===== config.mk =====
export PLATFORM = sky130hd
export DESIGN_NAME = banked_input_port
export DESIGN_NICKNAME = d
export VERILOG_FILES = /design/src/rtl/ibp_pkg.sv /design/src/rtl/ibp_unlock_seq.sv /design/src/rtl/ibp_ctrl_regs.sv /design/src/rtl/ibp_blank_latches.sv /design/src/rtl/banked_input_port.sv
export SDC_FILE = /design/constraint.sdc
export NUM_CORES = 1
export LEC_CHECK = 0
export BUFFER_PORTS_ARGS = -buffer_cell sky130_fd_sc_hd__clkbuf_2
export CORE_MARGIN = 4
export CORE_UTILIZATION = 56
export DETAILED_ROUTE_END_ITERATION = 10
export PLACE_DENSITY = 0.87
export SYNTH_ARGS = -nofsm -noshare
export SYNTH_HDL_FRONTEND = slang
export SYNTH_SLANG_ARGS = --single-unit
export TNS_END_PERCENT = 50

===== constraint.sdc =====
create_clock -name clk -period 4.6 [get_ports clk]
set_clock_uncertainty 0.15 [all_clocks]
set_input_delay 0 -clock clk [delete_from_list [all_inputs] [get_ports clk]]
set_output_delay 0 -clock clk [all_outputs]
set_load 0.01 [all_outputs]

===== src/rtl/ibp_pkg.sv =====
package ibp_pkg;
  localparam int unsigned KEY_LEN = 4;
  localparam logic [1:0]  BANK_INPUT = 2'b00;
  localparam logic [1:0]  BANK_RSVD  = 2'b11;

  // Unlock key byte expected at position idx of the sequence.
  function automatic logic [7:0] unlock_key(input int idx);
    case (idx)
      0:       return 8'h07;
      1:       return 8'h0D;
      2:       return 8'h06;
      default: return 8'h12;
    endcase
  endfunction

  // Whether the register view of input ports belongs to this block.
  function automatic logic local_view(input logic enh, input logic [1:0] bank);
    return !enh || (bank == BANK_INPUT);
  endfunction
endpackage


===== src/rtl/ibp_unlock_seq.sv =====
module ibp_unlock_seq
  import ibp_pkg::*;
#(
  parameter int PORT_AW   = 3,
  parameter int CTRL_PORT = 7
) (
  input  logic               clk,
  input  logic               rst_n,
  input  logic               acc_valid,
  input  logic               acc_write,
  input  logic [PORT_AW-1:0] acc_port,
  input  logic [7:0]         acc_wdata,
  output logic               enh,
  output logic               abort_evt,
  output logic               done_evt
);
  localparam int STEP_W = $clog2(KEY_LEN);
  localparam logic [PORT_AW-1:0] CTRL_P = PORT_AW'(CTRL_PORT);
  localparam logic [STEP_W-1:0]  LAST_STEP = STEP_W'(KEY_LEN - 1);

  logic [STEP_W-1:0] step_q;
  logic              aborted_q;
  logic              enh_q;
  logic              armed;
  logic              key_hit;

  assign armed     = acc_valid && !enh_q && !aborted_q;
  assign key_hit   = acc_write && (acc_port == CTRL_P) && (acc_wdata == unlock_key(int'(step_q)));
  assign abort_evt = armed && !key_hit;
  assign done_evt  = armed && key_hit && (step_q == LAST_STEP);
  assign enh       = enh_q;

  always_ff @(posedge clk) begin
    if (!rst_n) begin
      step_q    <= '0;
      aborted_q <= 1'b0;
      enh_q     <= 1'b0;
    end else if (abort_evt) begin
      aborted_q <= 1'b1;
    end else if (done_evt) begin
      enh_q     <= 1'b1;
    end else if (armed) begin
      step_q    <= step_q + 1'b1;
    end
  end
endmodule


===== src/rtl/ibp_ctrl_regs.sv =====
module ibp_ctrl_regs
  import ibp_pkg::*;
#(
  parameter int LANES = 4
) (
  input  logic             clk,
  input  logic             rst_n,
  input  logic             ctrl_wr,
  input  logic             enh,
  input  logic [LANES-1:0] mask_in,
  input  logic [1:0]       bank_in,
  output logic [LANES-1:0] mask,
  output logic [1:0]       bank
);
  always_ff @(posedge clk) begin
    if (!rst_n) begin
      mask <= '0;
      bank <= BANK_INPUT;
    end else if (ctrl_wr) begin
      mask <= mask_in;
      if (enh && (bank_in != BANK_RSVD)) bank <= bank_in;
    end
  end
endmodule


===== src/rtl/ibp_blank_latches.sv =====
module ibp_blank_latches #(
  parameter int LANES  = 4,
  parameter int LANE_W = 8
) (
  input  logic                    clk,
  input  logic                    rst_n,
  input  logic [LANES-1:0]        lane_wr,
  input  logic [LANE_W-1:0]       wdata,
  output logic [LANES*LANE_W-1:0] blank
);
  for (genvar i = 0; i < LANES; i++) begin : g_lane
    always_ff @(posedge clk) begin
      if (!rst_n)          blank[i*LANE_W +: LANE_W] <= '0;
      else if (lane_wr[i]) blank[i*LANE_W +: LANE_W] <= wdata;
    end
  end
endmodule


===== src/rtl/banked_input_port.sv =====
module banked_input_port
  import ibp_pkg::*;
#(
  parameter int LANES     = 4,
  parameter int LANE_W    = 8,
  parameter int PORT_AW   = 3,
  parameter int CTRL_PORT = 7
) (
  input  logic                    clk,
  input  logic                    rst_n,
  input  logic                    acc_valid,
  input  logic                    acc_write,
  input  logic [PORT_AW-1:0]      acc_port,
  input  logic [LANE_W-1:0]       acc_wdata,
  output logic [LANE_W-1:0]       rd_data,
  input  logic [LANES*LANE_W-1:0] in_lines,
  output logic                    enh_mode,
  output logic [1:0]              bank_sel,
  output logic                    fwd_access
);
  localparam logic [PORT_AW-1:0] CTRL_P  = PORT_AW'(CTRL_PORT);
  localparam logic [PORT_AW-1:0] LANES_P = PORT_AW'(LANES);

  logic                    enh;
  logic                    unlock_abort;
  logic                    unlock_done;
  logic [LANES-1:0]        mask;
  logic [1:0]              bank;
  logic [LANES*LANE_W-1:0] blank;
  logic [LANES-1:0]        lane_wr;
  logic                    ctrl_wr;
  logic                    own_view;
  logic                    lane_hit;

  assign ctrl_wr  = acc_valid && acc_write && (acc_port == CTRL_P);
  assign own_view = local_view(enh, bank);
  assign lane_hit = acc_port < LANES_P;

  for (genvar i = 0; i < LANES; i++) begin : g_wr
    assign lane_wr[i] = acc_valid && acc_write && (acc_port == PORT_AW'(i))
                        && !mask[i] && own_view;
  end

  ibp_unlock_seq #(.PORT_AW(PORT_AW), .CTRL_PORT(CTRL_PORT)) u_unlock (
    .clk(clk), .rst_n(rst_n), .acc_valid(acc_valid), .acc_write(acc_write),
    .acc_port(acc_port), .acc_wdata(acc_wdata[7:0]), .enh(enh),
    .abort_evt(unlock_abort), .done_evt(unlock_done)
  );

  ibp_ctrl_regs #(.LANES(LANES)) u_ctrl (
    .clk(clk), .rst_n(rst_n), .ctrl_wr(ctrl_wr), .enh(enh),
    .mask_in(acc_wdata[LANES-1:0]), .bank_in(acc_wdata[LANE_W-1 -: 2]),
    .mask(mask), .bank(bank)
  );

  ibp_blank_latches #(.LANES(LANES), .LANE_W(LANE_W)) u_blank (
    .clk(clk), .rst_n(rst_n), .lane_wr(lane_wr), .wdata(acc_wdata), .blank(blank)
  );

  always_comb begin
    rd_data = '0;
    if (acc_port == CTRL_P) begin
      rd_data[LANES-1:0] = mask;
      if (enh) rd_data[LANE_W-1 -: 2] = bank;
    end else begin
      for (int i = 0; i < LANES; i++) begin
        if (acc_port == PORT_AW'(i) && own_view)
          rd_data = in_lines[i*LANE_W +: LANE_W] & ~blank[i*LANE_W +: LANE_W];
      end
    end
  end

  assign enh_mode   = enh;
  assign bank_sel   = bank;
  assign fwd_access = acc_valid && lane_hit && !own_view;
endmodule


[Yosys cells after proc, flatten, opt, wreduce, memory -nomap -nowiden]
Index checks and enable logic that the tools add are counted.
Storage, ports and cells
  logic and storage cells: 82
  bits in latches: 0
  bits in writable memories: 0
  memories kept: 0
  output and inout bits: 12
  bits in read-only memories: 0
  bits of input ports: 47
  register bits: 42
Operators by class
  order comparisons: 1
  shift-type cells: 0
  multiply operators: 0
  $add $sub $neg: 1
  bitwise logic cells: 10
  equality and inequality tests: 9
  reductions and logical operators: 43
  muxes and demuxes: 9
  divide/modulo/power cells: 0
Operators by type and width (count)
  8-bit bitwise AND: 4
  8-bit 2-to-1 mux: 4
  8-bit inverter: 4
  1-bit logical AND: 28
  5-bit one-hot mux with 3 select lines: 1
  8-bit by 5-bit == test with 1-bit output: 1
  1-bit logical NOT: 8
  3-bit by 2-bit == test with 1-bit output, second input constant: 2
  2-bit 2-to-1 mux: 3
  2-bit == test, second input constant: 2
  2-bit logical NOT: 2
  4-bit 2-to-1 mux: 1
  2-bit AND reduction: 2
  3-bit by 1-bit == test with 1-bit output, second input constant: 1
  3-bit == test, second input constant: 1
  3-bit logical NOT: 1
  3-bit less-than comparator, second input constant: 1
  3-bit AND reduction: 1
  2-bit by 1-bit adder with 2-bit output, second input constant: 1
  2-bit by 1-bit == test with 1-bit output, second input constant: 1
  2-bit != test, second input constant: 1
  1-bit inverter: 2
  1-bit logical OR: 1

[Depth between registers and ports, before layout]
Gate-level depths: netlist (run 1).
  word-level depth: 8
  mapped depth: 7
  depth with buffers taken out: 7

[Hierarchy]
A second synthesis (run 1) with hierarchy kept.
Second synthesis, totals
  cells, all modules: 240
  area, all modules: 2341.0 µm²
By module, submodules not included
  ibp_blank_latches: seq. area each 640.6 µm², cells each 103, times used 1, area each 1221.2 µm²
  banked_input_port: seq. area each 0.0 µm², cells each 80, times used 1, area each 555.5 µm²
  ibp_unlock_seq: seq. area each 80.1 µm², cells each 37, times used 1, area each 324.1 µm²
  ibp_ctrl_regs: seq. area each 120.1 µm², cells each 20, times used 1, area each 240.2 µm²

[Least setup slack after synthesis (run 1)]
No wires, ideal clock.
  path type: reg2reg
  start: reg u_ctrl.bank[0]
  end: reg u_blank.blank[24]
  cell stages (with the launch flop): 7
  data required time: 4.322 ns
  setup time: 0.128 ns
  data arrival time: 1.722 ns
  buffers on the path: 1
  period minus slack after synthesis: 1.999 ns
  slack: 2.601 ns
  cell sequence: dfxtp_1 -> o21ai_4 -> or3b_1 -> buf_6 -> nor3_4 -> mux2i_1 -> nor2_1
On the way
  word-level cells in the longest chain between the ends: 3
Ends and longest elaborated chain
  start: declaration: RTL line ibp_ctrl_regs.sv:13  | output logic [1:0] bank
  start signal: assignment: RTL line ibp_ctrl_regs.sv:21  | if (enh && (bank_in != BANK_RSVD)) bank <= bank_in;
  2-bit logical NOT: RTL line ibp_pkg.sv:18  | return !enh || (bank == BANK_INPUT);
  1-bit logical OR: RTL line ibp_pkg.sv:18
  1-bit logical AND: RTL line banked_input_port.sv:41  | && !mask[i] && own_view;
  end signal: indexed assignment: RTL line ibp_blank_latches.sv:14  | else if (lane_wr[i]) blank[i*LANE_W +: LANE_W] <= wdata;
  end: declaration: RTL line ibp_blank_latches.sv:9  | output logic [LANES*LANE_W-1:0] blank
No other way between the ends.
A chain may end at the register's enable or synchronous reset.

[Final worst setup path (run 1)]
  start: reg u_ctrl.bank[0]
  end: out rd_data[2]
On the way
  word-level cells in the longest chain between the ends: 8
  elaborated cells on any way between the ends: 11
  those cells by class: mux: 5; reduce/logical: 6
Ends and longest elaborated chain
  2-bit logical NOT (*): RTL line ibp_pkg.sv:18
  1-bit logical OR (*): RTL line ibp_pkg.sv:18
  1-bit logical AND: RTL line banked_input_port.sv:67  | if (acc_port == PORT_AW'(i) && own_view)
  8-bit 2-to-1 mux (3 in series): RTL line banked_input_port.sv:67
  8-bit 2-to-1 mux (*): RTL line banked_input_port.sv:67
  4-bit 2-to-1 mux (*): RTL line banked_input_port.sv:62  | if (acc_port == CTRL_P) begin
  end: declaration: RTL line banked_input_port.sv:15  | output logic [LANE_W-1:0] rd_data,
Mark *: on every way between the ends. The rest lies on a longest branch, timed or not.

==> results of run 1 <==
-- cell families after synthesis --
logic type | Yosys count
compound gates | 51
buf+inv | 20
simple gates | 104
mux | 32
xor+xnor | 1
flops | 42
fa+ha+maj | 5
-- sequential cells by signal, indices dropped and copies added (netlist names) --
register            flops
u_ctrl.mask             4
u_unlock.aborted_q      1
u_blank.blank          32
u_unlock.enh            1
u_ctrl.bank             2
u_unlock.step_q         2
-- power by group through the flow --
stage	clock network [mW]	logic (mW)	registers, mW
global placement	0	0.0937	0.379
detailed placement	0	0.0953	0.379
CTS	0.245	0.103	0.370
finish	0.243	0.104	0.370
global route	0.261	0.113	0.371
floorplan	0	0.0552	0.378
-- per-layer routing --
| layer | wire length (um) | vias up | GRT usage [%] |
|---|---|---|---|
| li1 | - | 1040 | - |
| met1 | 2500 | 975 | 30.5 |
| met2 | 2870 | 79 | 39.3 |
| met3 | 467 | 9 | 4.77 |
| met4 | 73 | 0 | 6.89 |
| met5 | 0 | - | 0 |
-- placed cells by master, fill, tap and decap left out, types with 10 or more instances in the layout --
cell type / count
clkbuf_2: 58
nor2_1: 44
dfxtp_1: 42
mux2i_1: 32
a21oi_1: 13
nand3b_1: 12
dlygate4sd3_1: 12
nand2_1: 11
o21ai_0: 10
nor2b_1: 10
-- area by class of cell --
type                    instances  area (um^2)  share of cell area [%]
inverters                       9         33.8                    1.23
clock buffers                   5         68.8                    2.50
clock inverters                 3         21.3                   0.772
well taps                      48         60.1                    2.18
flip-flops and latches         42          841                    30.5
repair buffers                 70          410                    14.9
multi-input cells             193         1320                    47.9
-- worst reg2reg max path, cell delays in order (launching register included) --
cell and delay (ns):
dfxtp_1 0.37, o21ai_4 0.24, nand2b_1 0.33, nor4_4 0.83, mux2i_1 0.30, nor2_1 0.05
-- through the flow --
stage          instances  instance area, um^2
2_1_floorplan        255                 2250
3_5_place_dp         350                 2540
6_report             370                 2750
3_3_place_gp         350                 2540
5_1_grt              370                 2750
4_1_cts              370                 2750
-- path summary, 6_finish.rpt --
path	startpoint	endpoint	slack (ns)	cells after the start
worst max-delay path	u_ctrl.bank[0]$_SDFFE_PN0P_	rd_data[2]	2.07	6
worst min-delay path	in_lines[21]	rd_data[5]	0.18	4
worst max register to register	u_ctrl.bank[0]$_SDFFE_PN0P_	u_blank.blank[12]$_SDFFE_PN0P_	2.19	5
worst min register to register	u_blank.blank[8]$_SDFFE_PN0P_	u_blank.blank[8]$_SDFFE_PN0P_	0.34	2
==> reports/results.tsv, run 1 <==
stage	metric	value	unit
synth	ys_types	40	
outcome	status	finished clean	
floorplanning	io-pin-count	59	
place	dp_slack	2.23	ns
min_path	hp-class	input port to output port	
global_routing	overflow	0	
synth	ys_ff_latch	42	
floorplanning	num_rows	22	
synth	synth_mux_area_share	14.3	%
detailed_routing	drtAntennaViolNets	0	
place	io_buffers	58	
cells_and_area	syn2layout_area_growth	22.6	%
synth	synth_fp_nets	307	
setup_path	slowest_delay	0.43	ns
clock_tree	cts_setup_buffers	0	
synth	yosys.area.top_type_share	37.4	%
floorplanning	die_h	71.3	um
synth	yosysTopAreaCell	dfxtp_1	
cells_and_area	drive_above_1_share	22.7	%
synth	synth-seq-area-share	37.4	%
power	ir_drop	0.202	mV
power	power_switching	0.197	mW
detailed_routing	wl_per_cell	16.0	um
synth	syn_inst	255	
synth	synthSimpleGateAreaFrac	26.3	%
detailed_routing	drc	0	
power	pwr-share-comb	14.5	%
setup_path	cpLargestDelayFamily	compound AO/OA/AOI/OAI gates	
global_routing	grt_max_degree	40	
setup_path	worstPathMaxFanout	9	
synth	async_reset_ff_share	0	%
power	p_seq_share	51.6	%
global_routing	grt_usage	23.5	%
synth	synthXorXnorAreaFrac	0.390	%
clock_tree	cts_buffers	5	
detailed_routing	first_pass_iters	4	
floorplanning	start_util	59.6	%
cells_and_area	nFillCells	309	
global_routing	antenna_found_initial	0	
clock_tree	clockBufferDepth	2	
global_routing	grt_pass1_wl	9370	um
clock_tree	cts.sinks	42	
clock_tree	cts.hold.buffers_added	12	
clock_tree	htree_levels	2	
clock_tree	cts_resized	0	
sta	tightest_slew	1.16	ns
clock_tree	cts_root_buf	clkbuf_8	
sta	grt_setup_unrepaired	false	
cells_and_area	num_antenna_cells	0	
place	place.gp.congestion	0.852	
synth	synth_adder_area_share	2.78	%
detailed_routing	via_per_inst	5.68	
sta	hold_violations	0	
setup_path	start_kind	flip-flop	
power	p_sw_share	27.5	%
power	power.density	261	nW/um^2
floorplanning	core_area	3770	um^2
sta	relSlewSlack	22.5	%
cells_and_area	nNetsFinal	373	
synth	synth_compound_gate_area_share	15.0	%
sta	setup_viol	0	
setup_path	critPathBufInv	1	
sta	max_freq	395	MHz
setup_path	critical_path_class	flip-flop to output port	
floorplanning	die_width	71.3	um
synth	syn_area	2250	um^2
synth	synth_ff_type	dfxtp_1	
place	dp_hpwl	4260	um
power	clkPwrFrac	33.9	%
sta	finalWorstSetupSlack	2.07	ns
clock_tree	cts_tree	built	
setup_path	required	4.45	ns
detailed_routing	via_count	2103	
sta	finalCritPeriodShare	55.0	%
synth	synth_edf_count	0	
power	p_leak	1.04	nW
setup_path	worst_path_max_delay_cell	nor2_1	
power	internal_power	0.520	mW
sta	hold_ws	0.177	ns
setup_path	path_cells	o21ai_4 > nand2b_1 > nor2_1 > o21ai_0 > a221o_1 > clkbuf_2	
synth	ys_top_cells_by_area	dfxtp_1 (37%), mux2i_1 (14%), nor2_1 (7.3%)	
sta	fin_tns_setup	0	ns
synth	yosysWarningCount	0	
sta	min_period	2.53	ns
synth	yosysMostFrequentCell	nor2_1	
clock_tree	clk_latency	0.30	ns
floorplanning	dieArea	5090	um^2
sta	maxSlewViolCount	0	
global_routing	grt_pass1_vias	1920	
synth	synth_top_family_by_area	simple AND/OR/NAND/NOR gates	
detailed_routing	wl	5910	um
synth	synthTopCellsByCount	nor2_1 (44), dfxtp_1 (42), mux2i_1 (32)	
setup_path	critPathCaptureType	output port	
power	total_power	0.718	mW
setup_path	arrival	2.38	ns
synth	synth.avg_cell_area	8.81	um^2
flow_run	cap_violations	0	
detailed_routing	drt_iter0_drc	155	
cells_and_area	post-route-util	73.0	%
clock_tree	cts.clk_slew.worst_paths	0.08	ns
No activity file was read; power rests on OpenSTA's default activity.
==> run 2, diff against run 1 <==
--- a/config.mk
+++ b/config.mk
@@ -7,9 +7,9 @@
 export LEC_CHECK = 0
 export BUFFER_PORTS_ARGS = -buffer_cell sky130_fd_sc_hd__clkbuf_2
 export CORE_MARGIN = 4
-export CORE_UTILIZATION = 56
+export CORE_UTILIZATION = 47
 export DETAILED_ROUTE_END_ITERATION = 10
-export PLACE_DENSITY = 0.87
+export PLACE_DENSITY = 0.78
 export SYNTH_ARGS = -nofsm -noshare
 export SYNTH_HDL_FRONTEND = slang
 export SYNTH_SLANG_ARGS = --single-unit
==> constraint.sdc (replaced) <==
create_clock -name clk -period 2.3 [get_ports clk]
set_clock_uncertainty 0.15 [all_clocks]
set_input_delay 0 -clock clk [delete_from_list [all_inputs] [get_ports clk]]
set_output_delay 0 -clock clk [all_outputs]
set_load 0.01 [all_outputs]
==> run 2 against run 1 <==
- largest power group unchanged
- combinational power up 110%
- sequential share of layout area down 1.5 points
- count of clock-buffer cells in the layout up 1
- sequential cell count unchanged
- wire length up 5.8%
- cell count up 4.6%
==> reports/results.tsv, run 2 (synthesis gave the netlist of run 1 again) <==
stage	metric	value	unit	change
outcome	status	finished clean		unchanged
sta	relSlewSlack	68.2	%	was 22.5%
floorplanning	num_rows	24		was 22
cells_and_area	syn2layout_area_growth	29.0	%	was 22.6%
detailed_routing	via_per_inst	5.63		was 5.68
cells_and_area	fin_area	2900	um^2	was 2750 um^2
power	ir_drop	0.357	mV	was 0.202 mV
min_path	hp-class	input port to output port		unchanged
sta	finalCritPeriodShare	95.8	%	
power	power.density	538	nW/um^2	was 261 nW/um^2
clock_tree	cts_tree	built		unchanged
power	internal_power	1.18	mW	was 0.520 mW
sta	grt_setup_unrepaired	false		unchanged
detailed_routing	first_pass_iters	4		unchanged
sta	hold_ws	0.187	ns	was 0.177 ns
setup_path	required	2.15	ns	was 4.45 ns
global_routing	grt_max_degree	40		unchanged
global_routing	grt_usage	21.4	%	was 23.5%
cells_and_area	drive_above_1_share	27.2	%	was 22.7%
clock_tree	cts_buffers	5		unchanged
setup_path	worstPathMaxFanout	7		was 9
global_routing	overflow	0		unchanged
global_routing	grt_pass1_vias	2141		was 1920
detailed_routing	wl_per_cell	16.2	um	was 16.0 um
flow_run	cap_violations	0		unchanged
clock_tree	clk_latency	0.30	ns	about the same
setup_path	critical_path_class	flip-flop to output port		unchanged
floorplanning	die_h	77.1	um	was 71.3 um
sta	min_period	2.20	ns	
global_routing	antenna_found_initial	0		unchanged
sta	tightest_slew	0.477	ns	was 1.16 ns
global_routing	grt_pass1_wl	10300	um	was 9370 um
detailed_routing	wl	6260	um	was 5910 um
setup_path	arrival	2.05	ns	was 2.38 ns
clock_tree	htree_levels	2		unchanged
place	dp_hpwl	4620	um	was 4260 um
clock_tree	cts.clk_slew.worst_paths	0.08	ns	about the same
power	total_power	1.56	mW	was 0.718 mW
detailed_routing	via_count	2178		was 2103
power	power_switching	0.376	mW	was 0.197 mW
cells_and_area	num_antenna_cells	0		unchanged
floorplanning	io-pin-count	59		unchanged
cells_and_area	largest_register	u_blank.blank		unchanged
power	p_sw_share	24.1	%	was 27.5%
floorplanning	die_width	77.1	um	was 71.3 um
sta	fin_tns_setup	0	ns	unchanged
min_path	hold_depth	4		unchanged
cells_and_area	most-common-layout-cells	clkbuf_2 (58), dfxtp_1 (42), nor2_1 (41)		was clkbuf_2 (58), nor2_1 (44), dfxtp_1 (42)
power	p_seq_share	47.5	%	was 51.6%
floorplanning	core_area	4500	um^2	was 3770 um^2
clock_tree	cts.sinks	42		unchanged
sta	finalWorstSetupSlack	0.0977	ns	was 2.07 ns
cells_and_area	nNetsFinal	387		was 373
setup_path	critPathCaptureType	output port		unchanged
power	pwr-share-comb	14.2	%	was 14.5%
sta	max_freq	454	MHz	
clock_tree	clockBufferDepth	2		unchanged
setup_path	start_kind	flip-flop		unchanged
sta	maxSlewViolCount	0		unchanged
floorplanning	start_util	49.9	%	was 59.6%
cells_and_area	nFillCells	397		was 309
clock_tree	cts_root_buf	clkbuf_8		unchanged
place	dp_slack	0.247	ns	was 2.23 ns
place	dpl-instance-area	2650	um^2	was 2540 um^2
sta	setup_viol	0		unchanged
place	io_buffers	58		unchanged
cells_and_area	largest_reg_flops	32		unchanged
place	place.gp.congestion	0.892		was 0.852
power	clkPwrFrac	38.3	%	was 33.9%
detailed_routing	drc	0		unchanged
detailed_routing	drt_iter0_drc	191		was 155
cells_and_area	reg_top3	u_blank.blank (32), u_ctrl.mask (4)		unchanged
setup_path	rr_worst_depth	7		was 5
floorplanning	dieArea	5950	um^2	was 5090 um^2
cells_and_area	final_common_cell	clkbuf_2		unchanged
power	p_leak	1.13	nW	was 1.04 nW
sta	hold_violations	0		unchanged
detailed_routing	drtAntennaViolNets	0		unchanged
-- run 2: changes by cell type in the layout (fill, tap and decap cells not counted), sizes merged --
cell and delta:
buf +14, clkinv -2, bufinv +1, clkbuf +1, clkinvlp -1
-- run 2: metal layers --
layer	vias up	global-route usage, %	routed length [um]
met5	-	0	0
met1	1011	28.3	2760
met3	9	5.62	517
li1	1061	-	-
met2	97	34.0	2900
met4	0	6.41	75
-- run 2: through the flow --
| stage | instances | utilization, % |
|---|---|---|
| after global routing | 387 | 64.4 |
| after CTS | 387 | 64.1 |
| after global placement | 368 | 58.9 |
| after floorplan | 255 | - |
| final | 387 | 64.4 |
| after detailed placement | 368 | 58.9 |
-- run 2: worst max-delay path, cell delays in order (launching register included) --
cell,delay [ns]
dfxtp_1,0.36
o21ai_4,0.25
or3b_1,0.45
buf_4,0.20
nor3b_1,0.20
a221o_1,0.15
clkbuf_2,0.13
-- run 2: power by group through the flow --
stage	combinational, mW	clock [mW]	sequential, mW
global route	0.241	0.632	0.742
floorplan	0.110	0	0.756
finish	0.222	0.597	0.741
CTS	0.218	0.607	0.741
global placement	0.200	0	0.758
detailed placement	0.202	0	0.758
-- run 2: worst paths after layout --
path                                                    start                             end  slack, ns
worst max-delay path              u_ctrl.bank[0]$_SDFFE_PN0P_                      rd_data[2]        0.1
worst min-delay path                              in_lines[6]                      rd_data[6]       0.19
worst max register to register    u_ctrl.bank[0]$_SDFFE_PN0P_  u_blank.blank[11]$_SDFFE_PN0P_       0.24
worst min register to register  u_blank.blank[3]$_SDFFE_PN0P_   u_blank.blank[3]$_SDFFE_PN0P_       0.34
-- run 2: layout make-up --
| type | count | area, um^2 | area share [%] |
|---|---|---|---|
| well taps | 52 | 65.1 | 2.24 |
| inverters | 9 | 33.8 | 1.17 |
| clock inverters | 1 | 30.0 | 1.04 |
| clock buffers | 6 | 82.6 | 2.85 |
| repair buffers | 84 | 515 | 17.8 |
| multi-input cells | 193 | 1330 | 45.9 |
| flip-flops and latches | 42 | 841 | 29.0 |
-- run 2: timing repair --
| action | CTS | global route |
|---|---|---|
| gates resized for setup | 0 | 5 |
| hold buffers | 12 | 0 |
| buffers inserted | 0 | 0 |
| setup endpoints to repair | 0 | 5 |
| hold endpoints to repair | 39 | 0 |
